### src/rtl/chase_pkg.sv
package chase_pkg;
  typedef enum logic [1:0] {
    ST_IDLE,
    ST_ARM,
    ST_SHOW,
    ST_WAIT
  } seq_st_e;
endpackage

### src/rtl/chase_frame_ctr.sv
module chase_frame_ctr #(
  parameter int N_SYM = 255,
  parameter int POS_W = 8
) (
  input  logic             clk,
  input  logic             rst,
  input  logic             beat,
  input  logic             sop,
  output logic [POS_W-1:0] pos,
  output logic             take,
  output logic             last,
  output logic             bad_len
);
  localparam logic [POS_W-1:0] LAST_POS = POS_W'(N_SYM - 1);

  logic [POS_W-1:0] cnt_q;

  assign pos     = sop ? '0 : cnt_q;
  assign take    = beat && (sop || cnt_q != '0);
  assign last    = take && (pos == LAST_POS);
  assign bad_len = beat && (sop ? (cnt_q != '0) : (cnt_q == '0));

  always_ff @(posedge clk) begin
    if (rst) begin
      cnt_q <= '0;
    end else if (take) begin
      cnt_q <= last ? '0 : pos + 1'b1;
    end
  end
endmodule

### src/rtl/chase_lrp_sort.sv
module chase_lrp_sort #(
  parameter int ETA   = 3,
  parameter int REL_W = 6,
  parameter int POS_W = 8,
  parameter int SYM_W = 8
) (
  input  logic                        clk,
  input  logic                        rst,
  input  logic                        take,
  input  logic                        restart,
  input  logic [REL_W-1:0]            rel,
  input  logic [POS_W-1:0]            pos,
  input  logic [SYM_W-1:0]            sym,
  output logic [ETA-1:0][POS_W-1:0]   lst_pos,
  output logic [ETA-1:0][SYM_W-1:0]   lst_sym
);
  logic [ETA-1:0]             vld_a;
  logic [ETA-1:0][REL_W-1:0]  rel_a;
  logic [ETA-1:0]             cmp;

  for (genvar j = 0; j < ETA; j++) begin : g_ent
    logic             vld_q;
    logic [REL_W-1:0] rel_q;
    logic [POS_W-1:0] pos_q;
    logic [SYM_W-1:0] sym_q;
    logic             put_new;
    logic             shift_in;

    // strict compare: an equal metric lands behind the stored one
    assign cmp[j] = !vld_q || (rel < rel_q);

    if (j == 0) begin : g_head
      assign put_new  = cmp[0];
      assign shift_in = 1'b0;
    end else begin : g_tail
      assign put_new  = cmp[j] && !cmp[j-1];
      assign shift_in = cmp[j-1];
    end

    always_ff @(posedge clk) begin
      if (rst) begin
        vld_q <= 1'b0;
      end else if (take) begin
        if (restart) begin
          vld_q <= (j == 0);
          rel_q <= rel;
          pos_q <= pos;
          sym_q <= sym;
        end else if (put_new) begin
          vld_q <= 1'b1;
          rel_q <= rel;
          pos_q <= pos;
          sym_q <= sym;
        end else if (shift_in) begin
          vld_q <= vld_a[(j > 0) ? j-1 : 0];
          rel_q <= rel_a[(j > 0) ? j-1 : 0];
          pos_q <= lst_pos[(j > 0) ? j-1 : 0];
          sym_q <= lst_sym[(j > 0) ? j-1 : 0];
        end
      end
    end

    assign vld_a[j]   = vld_q;
    assign rel_a[j]   = rel_q;
    assign lst_pos[j] = pos_q;
    assign lst_sym[j] = sym_q;
  end
endmodule

### src/rtl/chase_tv_gen.sv
module chase_tv_gen #(
  parameter int ETA   = 3,
  parameter int POS_W = 8,
  parameter int SYM_W = 8
) (
  input  logic                      clk,
  input  logic                      rst,
  input  logic                      load,
  input  logic                      clr,
  input  logic [ETA-1:0]            nxt_idx,
  input  logic [ETA-1:0][POS_W-1:0] lst_pos,
  input  logic [ETA-1:0][SYM_W-1:0] lst_sym,
  output logic                      tv_valid,
  output logic [ETA-1:0]            tv_idx,
  output logic [ETA*POS_W-1:0]      tv_pos,
  output logic [ETA*SYM_W-1:0]      tv_sym,
  output logic [ETA-1:0]            tv_en
);
  always_ff @(posedge clk) begin
    if (rst) begin
      tv_valid <= 1'b0;
      tv_idx   <= '0;
      tv_en    <= '0;
    end else if (load) begin
      tv_valid <= 1'b1;
      tv_idx   <= nxt_idx;
      tv_en    <= nxt_idx;
      tv_pos   <= lst_pos;
      tv_sym   <= lst_sym;
    end else if (clr) begin
      tv_valid <= 1'b0;
    end
  end
endmodule

### src/rtl/chase_tv_seq.sv
module chase_tv_seq #(
  parameter int ETA   = 3,
  parameter int N_SYM = 255,
  parameter int SYM_W = 8,
  parameter int REL_W = 6
) (
  input  logic                              clk,
  input  logic                              rst,
  input  logic                              in_valid,
  output logic                              in_ready,
  input  logic                              in_sop,
  input  logic [SYM_W-1:0]                  in_hard,
  input  logic [SYM_W-1:0]                  in_second,
  input  logic [REL_W-1:0]                  in_rel,
  output logic                              tv_valid,
  input  logic                              tv_ack,
  output logic [ETA-1:0]                    tv_idx,
  output logic [ETA*$clog2(N_SYM)-1:0]      tv_pos,
  output logic [ETA*SYM_W-1:0]              tv_sym,
  output logic [ETA-1:0]                    tv_en,
  input  logic                              dec_fail,
  input  logic                              dec_ok,
  output logic                              final_fail,
  output logic                              len_err
);
  import chase_pkg::*;

  localparam int POS_W = $clog2(N_SYM);
  localparam logic [ETA-1:0] LAST_IDX = {ETA{1'b1}};

  seq_st_e                    st_q;
  logic                       beat, take, last, bad_len;
  logic [POS_W-1:0]           pos;
  logic [ETA-1:0][POS_W-1:0]  lst_pos;
  logic [ETA-1:0][SYM_W-1:0]  lst_sym;
  logic                       load, clr;
  logic [ETA-1:0]             nxt_idx;
  logic                       hard_unused;

  assign hard_unused = ^in_hard;
  assign in_ready    = (st_q == ST_IDLE);
  assign beat        = in_valid && in_ready;

  chase_frame_ctr #(.N_SYM(N_SYM), .POS_W(POS_W)) u_cnt (
    .clk(clk), .rst(rst), .beat(beat), .sop(in_sop),
    .pos(pos), .take(take), .last(last), .bad_len(bad_len)
  );

  chase_lrp_sort #(.ETA(ETA), .REL_W(REL_W), .POS_W(POS_W), .SYM_W(SYM_W)) u_sort (
    .clk(clk), .rst(rst), .take(take), .restart(in_sop),
    .rel(in_rel), .pos(pos), .sym(in_second),
    .lst_pos(lst_pos), .lst_sym(lst_sym)
  );

  always_comb begin
    load    = 1'b0;
    clr     = 1'b0;
    nxt_idx = '0;
    case (st_q)
      ST_ARM:  load = 1'b1;
      ST_SHOW: clr  = tv_ack;
      ST_WAIT: begin
        nxt_idx = tv_idx + 1'b1;
        load    = !dec_ok && dec_fail && (tv_idx != LAST_IDX);
      end
      default: ;
    endcase
  end

  chase_tv_gen #(.ETA(ETA), .POS_W(POS_W), .SYM_W(SYM_W)) u_gen (
    .clk(clk), .rst(rst), .load(load), .clr(clr), .nxt_idx(nxt_idx),
    .lst_pos(lst_pos), .lst_sym(lst_sym),
    .tv_valid(tv_valid), .tv_idx(tv_idx), .tv_pos(tv_pos),
    .tv_sym(tv_sym), .tv_en(tv_en)
  );

  always_ff @(posedge clk) begin
    if (rst) begin
      st_q       <= ST_IDLE;
      final_fail <= 1'b0;
      len_err    <= 1'b0;
    end else begin
      final_fail <= 1'b0;
      len_err    <= bad_len;
      case (st_q)
        ST_IDLE: if (last) st_q <= ST_ARM;
        ST_ARM:  st_q <= ST_SHOW;
        ST_SHOW: if (tv_ack) st_q <= ST_WAIT;
        ST_WAIT: begin
          if (dec_ok) begin
            st_q <= ST_IDLE;
          end else if (dec_fail) begin
            if (tv_idx == LAST_IDX) begin
              final_fail <= 1'b1;
              st_q       <= ST_IDLE;
            end else begin
              st_q <= ST_SHOW;
            end
          end
        end
        default: st_q <= ST_IDLE;
      endcase
    end
  end
endmodule

### config.mk
export PLATFORM = sky130hd
export DESIGN_NAME = chase_tv_seq
export DESIGN_NICKNAME = d
export VERILOG_FILES = /design/src/rtl/chase_pkg.sv /design/src/rtl/chase_frame_ctr.sv /design/src/rtl/chase_lrp_sort.sv /design/src/rtl/chase_tv_gen.sv /design/src/rtl/chase_tv_seq.sv
export SDC_FILE = /design/constraint.sdc
export NUM_CORES = 1
export LEC_CHECK = 0
export ABC_AREA = 1
export BUFFER_PORTS_ARGS = -buffer_cell sky130_fd_sc_hd__buf_4
export CAP_MARGIN = 20
export CORE_MARGIN = 5
export CORE_UTILIZATION = 49
export DETAILED_ROUTE_END_ITERATION = 8
export GPL_TIMING_DRIVEN = 1
export PLACE_DENSITY_LB_ADDON = 0.3
export SLEW_MARGIN = 20
export SYNTH_ARGS = -nofsm -noshare
export SYNTH_HDL_FRONTEND = slang
export SYNTH_SLANG_ARGS = --single-unit
### constraint.sdc
create_clock -name clk -period 3.8 [get_ports clk]
set_input_delay 0.19 -clock clk [delete_from_list [all_inputs] [get_ports clk]]
set_output_delay 0.19 -clock clk [all_outputs]
set_load 0.005 [all_outputs]
==> summary.md <==
| Metric | Value |
|---|---|
| Buffers on Ports | 78 |
| Pin count of the biggest net entering global routing | 37 |
| Setup CP Type | reg2reg |
| Simple-gate share of the synthesized area | 0.125 |
| Mapped Nets | around 500 |
| Critical Path Slowest Stage Cell | nor2_4 |
| Post-synthesis mux area share | 0 |
| Fin Setup TNS | 0 ns |
| Max Cap Viol | 0 |
| WL per Instance | about 15 um |
| Compound-cell area share of the yosys netlist | 0.0879 |
| Total number of vias | 3666 |
| Insertion delay to the later sink of the worst-skew pair | 0.41 ns |
| Origin of the critical flop-to-flop path | u_gen.tv_idx[0] |
| Status | finished clean |
| Clock Sinks | 133 |
| Adder-Cell Fraction of Synth Area | 0.0447 |
| DR vias/cell | 5.13 |
| Setup violators final | 0 |
| RePlAce Congestion | 0.855 |
| Pre-CTS WS | 1.21 ns |
| Final #Nets | 608 |
| Max Fanout on Critical Path | 31 |
| Die width | roughly 120 um |
| Total power | 3.63 mW |
| RSZ-0062 raised after global routing | false |
| GR Overflow Total | 0 |
| Min cycle time layout | 2.61 ns |
| Fin. Hold Viols | 0 |
| Main combinational cell family by area after synthesis | simple AND/OR/NAND/NOR gates |
| Drt total wl | approximately 11 mm |
| Multi-input gate area | 0.00149 mm^2 |
| CTS Buf Count | 17 |
| Ant diodes | 0 |
| CTS Buffer Depth | 2 |
| Main synth FF type | edfxtp_1 |
| CP peak stage delay | 0.69 ns |
| Min-Delay Path Class | in2reg |
| Starting density of the core | 0.494 |
| Layout cell share with drive strength beyond 1 | 0.253 |
| Placeable Area | 0.0113 mm^2 |
| Final WS setup | 1.19 ns |
| Vert. Die Dim | 117 um |
| First DRT Iteration DRCs | roughly 300 |
| CP arrival | 2.72 ns |
| Count of cell types in the netlist | 39 |
| Rows | 39 |
| Setup Skew | 0.00791 ns |
| Htree depth | 4 |
| First-pass GRT wire length | 17.3 mm |
| Final HPWL DP | between 7 and 8 mm |
| Ports | 87 |
| Post-Synth XOR/XNOR Area | 0.00469 |
| Cell Chain, Critical Path | ha_1 -> ha_1 -> nor2_1 -> nand2_1 -> a21oi_1 -> inv_1 -> nor2_4 -> buf_4 |
| PwrDens | 517 mW/mm^2 |
| Detail Route Antenna Nets | 0 |
| Area delta synth->final | 25.3% |
| Crit path from | u_gen.tv_idx[0] |
| CTS tree | done |
| Worst-path clk slew | 0.06 ns |
| Post-synth EDFFs | 114 |
| Initial antenna violation count | 0 |
| FF/Latch Area | approximately 0.0038 mm^2 |
| Tightest Pin Transition | 0.899 ns |
| FILL cells | 875 |
| Sequential cell area fraction in the yosys report | 0.680 |
| Fin util | 0.620 |
| Die area | ~0.014 mm^2 |
| Hold_ws | 0.0213 ns |
| Tot GR Track Use | 0.169 |
| Vias in the first global route | 3538 |
| Crit end category | register |
| Setup bufs post-CTS | 0 |
| Avg Cell Area, Syn | 12.2 um^2 |
| Post-synthesis register bit count | roughly 130 |
| Worst path most repeated cell | ha_1 |
| Drc violations | 0 |
| Tcrit/Tclk final | 0.688 |
| Lkg Pwr | 2.82 nW |
| Maximum vdd drop | 0.287 mV |
| Pre-antenna DRT Iters | 5 |
| Commonest non-fill, non-tap cell in the layout | edfxtp_1 |
| Async SR Flop Fraction | 0 |
| Combined area of all synthesized cells | 0.00560 mm^2 |
| Syn Inst Count | 459 |
| Worst slew margin | 0.399 |
| Hold path start | in_rel[3] |
| FMAX | 383 MHz |
| Most frequent cells in the layout | edfxtp_1 (114), buf_4 (83), nand2_1 (77), inv_1 (52), a21oi_1 (51) |
| Slew Limit Fails | 0 |
| Critical path's top delay family | simple AND/OR/NAND/NOR gates |
| Buffer and inverter count on the worst path | 2 |
| Synthesis Warnings | 0 |
| Required @ worst endpoint | approximately 3.9 ns |
| Root Buffer | clkbuf_16 |
| CP Launch Type | register |
-- final timing paths --
kind | to | slack [ns] | cells after the start
setup reg to reg | u_gen.tv_sym[12] | 1.19 | 8
hold / removal | u_sort.g_ent[0].rel_q[3] | 0.02 | 1
hold reg to reg | u_gen.tv_pos[17] | 0.42 | 0
setup / recovery | u_gen.tv_sym[12] | 1.19 | 8
-- cell usage after synthesis (2+ instances only) --
master    number  area (um^2)
edfxtp_1     114         3420
nand2_1       77          289
inv_1         52          195
a21oi_1       51          255
nor2_1        34          128
ha_1          20          250
dfxtp_1       19          380
o21ai_1       15         75.1
o21ai_0       10         50.1
nand3_1        8         40.0
buf_4          6         45.0
inv_2          5         18.8
nand2_2        5         31.3
buf_6          4         45.0
nor2_8         4         80.1
a21oi_2        3         26.3
nand4_1        3         18.8
nor3_1         3         15.0
xor2_1         3         26.3
clkbuf_1       2         7.51
nand2_4        2         22.5
nor2_4         2         22.5
-- cell families after synthesis --
kind of cell | Yosys count
xor gates and xnor gates | 3
buffers and inverters | 71
DFF | 133
adders and majority gates | 20
and+or+nand+nor | 145
AOI/OAI and AO/OA | 87
-- area by class of cell --
cell class                      instances  share of cell area
Inverter                               58              0.0318
Sequential cell                       133               0.542
Clock buffer                           19              0.0617
Multi-Input combinational cell        255               0.212
Tap cell                              143              0.0255
Clock inverter                         13              0.0225
Timing Repair Buffer                   94               0.105
-- what timing repair did --
action,CTS,global route
resized for setup,0,0
hold endpoints to repair,11,0
hold buffers,11,0
-- where the power goes --
part,internal (mW),switching (mW)
clock,1.03,0.592
combinational,0.114,0.191
sequential,1.68,0.0285
-- layer usage --
metal  track usage  up-vias  wire length (um)
met1         0.215     1731              4570
li1              -     1787                 -
met5             0        -                 0
met4        0.0765        0               187
met2         0.268      130              5240
met3        0.0530       18               845
-- registers in the layout, indices dropped and copies added, names as in the netlist --
signal,cells
u_sort.g_ent.rel_q,18
u_gen.tv_idx,3
u_gen.tv_pos,24
final_fail,1
u_sort.g_ent.pos_q,24
u_sort.g_ent.vld_q,3
u_cnt.cnt_q,8
u_gen.tv_sym,24
len_err,1
u_gen.tv_valid,1
u_sort.g_ent.sym_q,24
st_q,2
-- stage by stage --
stage	std cells	cell area, um^2
detailed placement	672	6310
global placement	672	6310
global route	715	7010
finish	715	7010
CTS	715	7010
floorplan	459	5600
(Power assumes the default switching activity.)
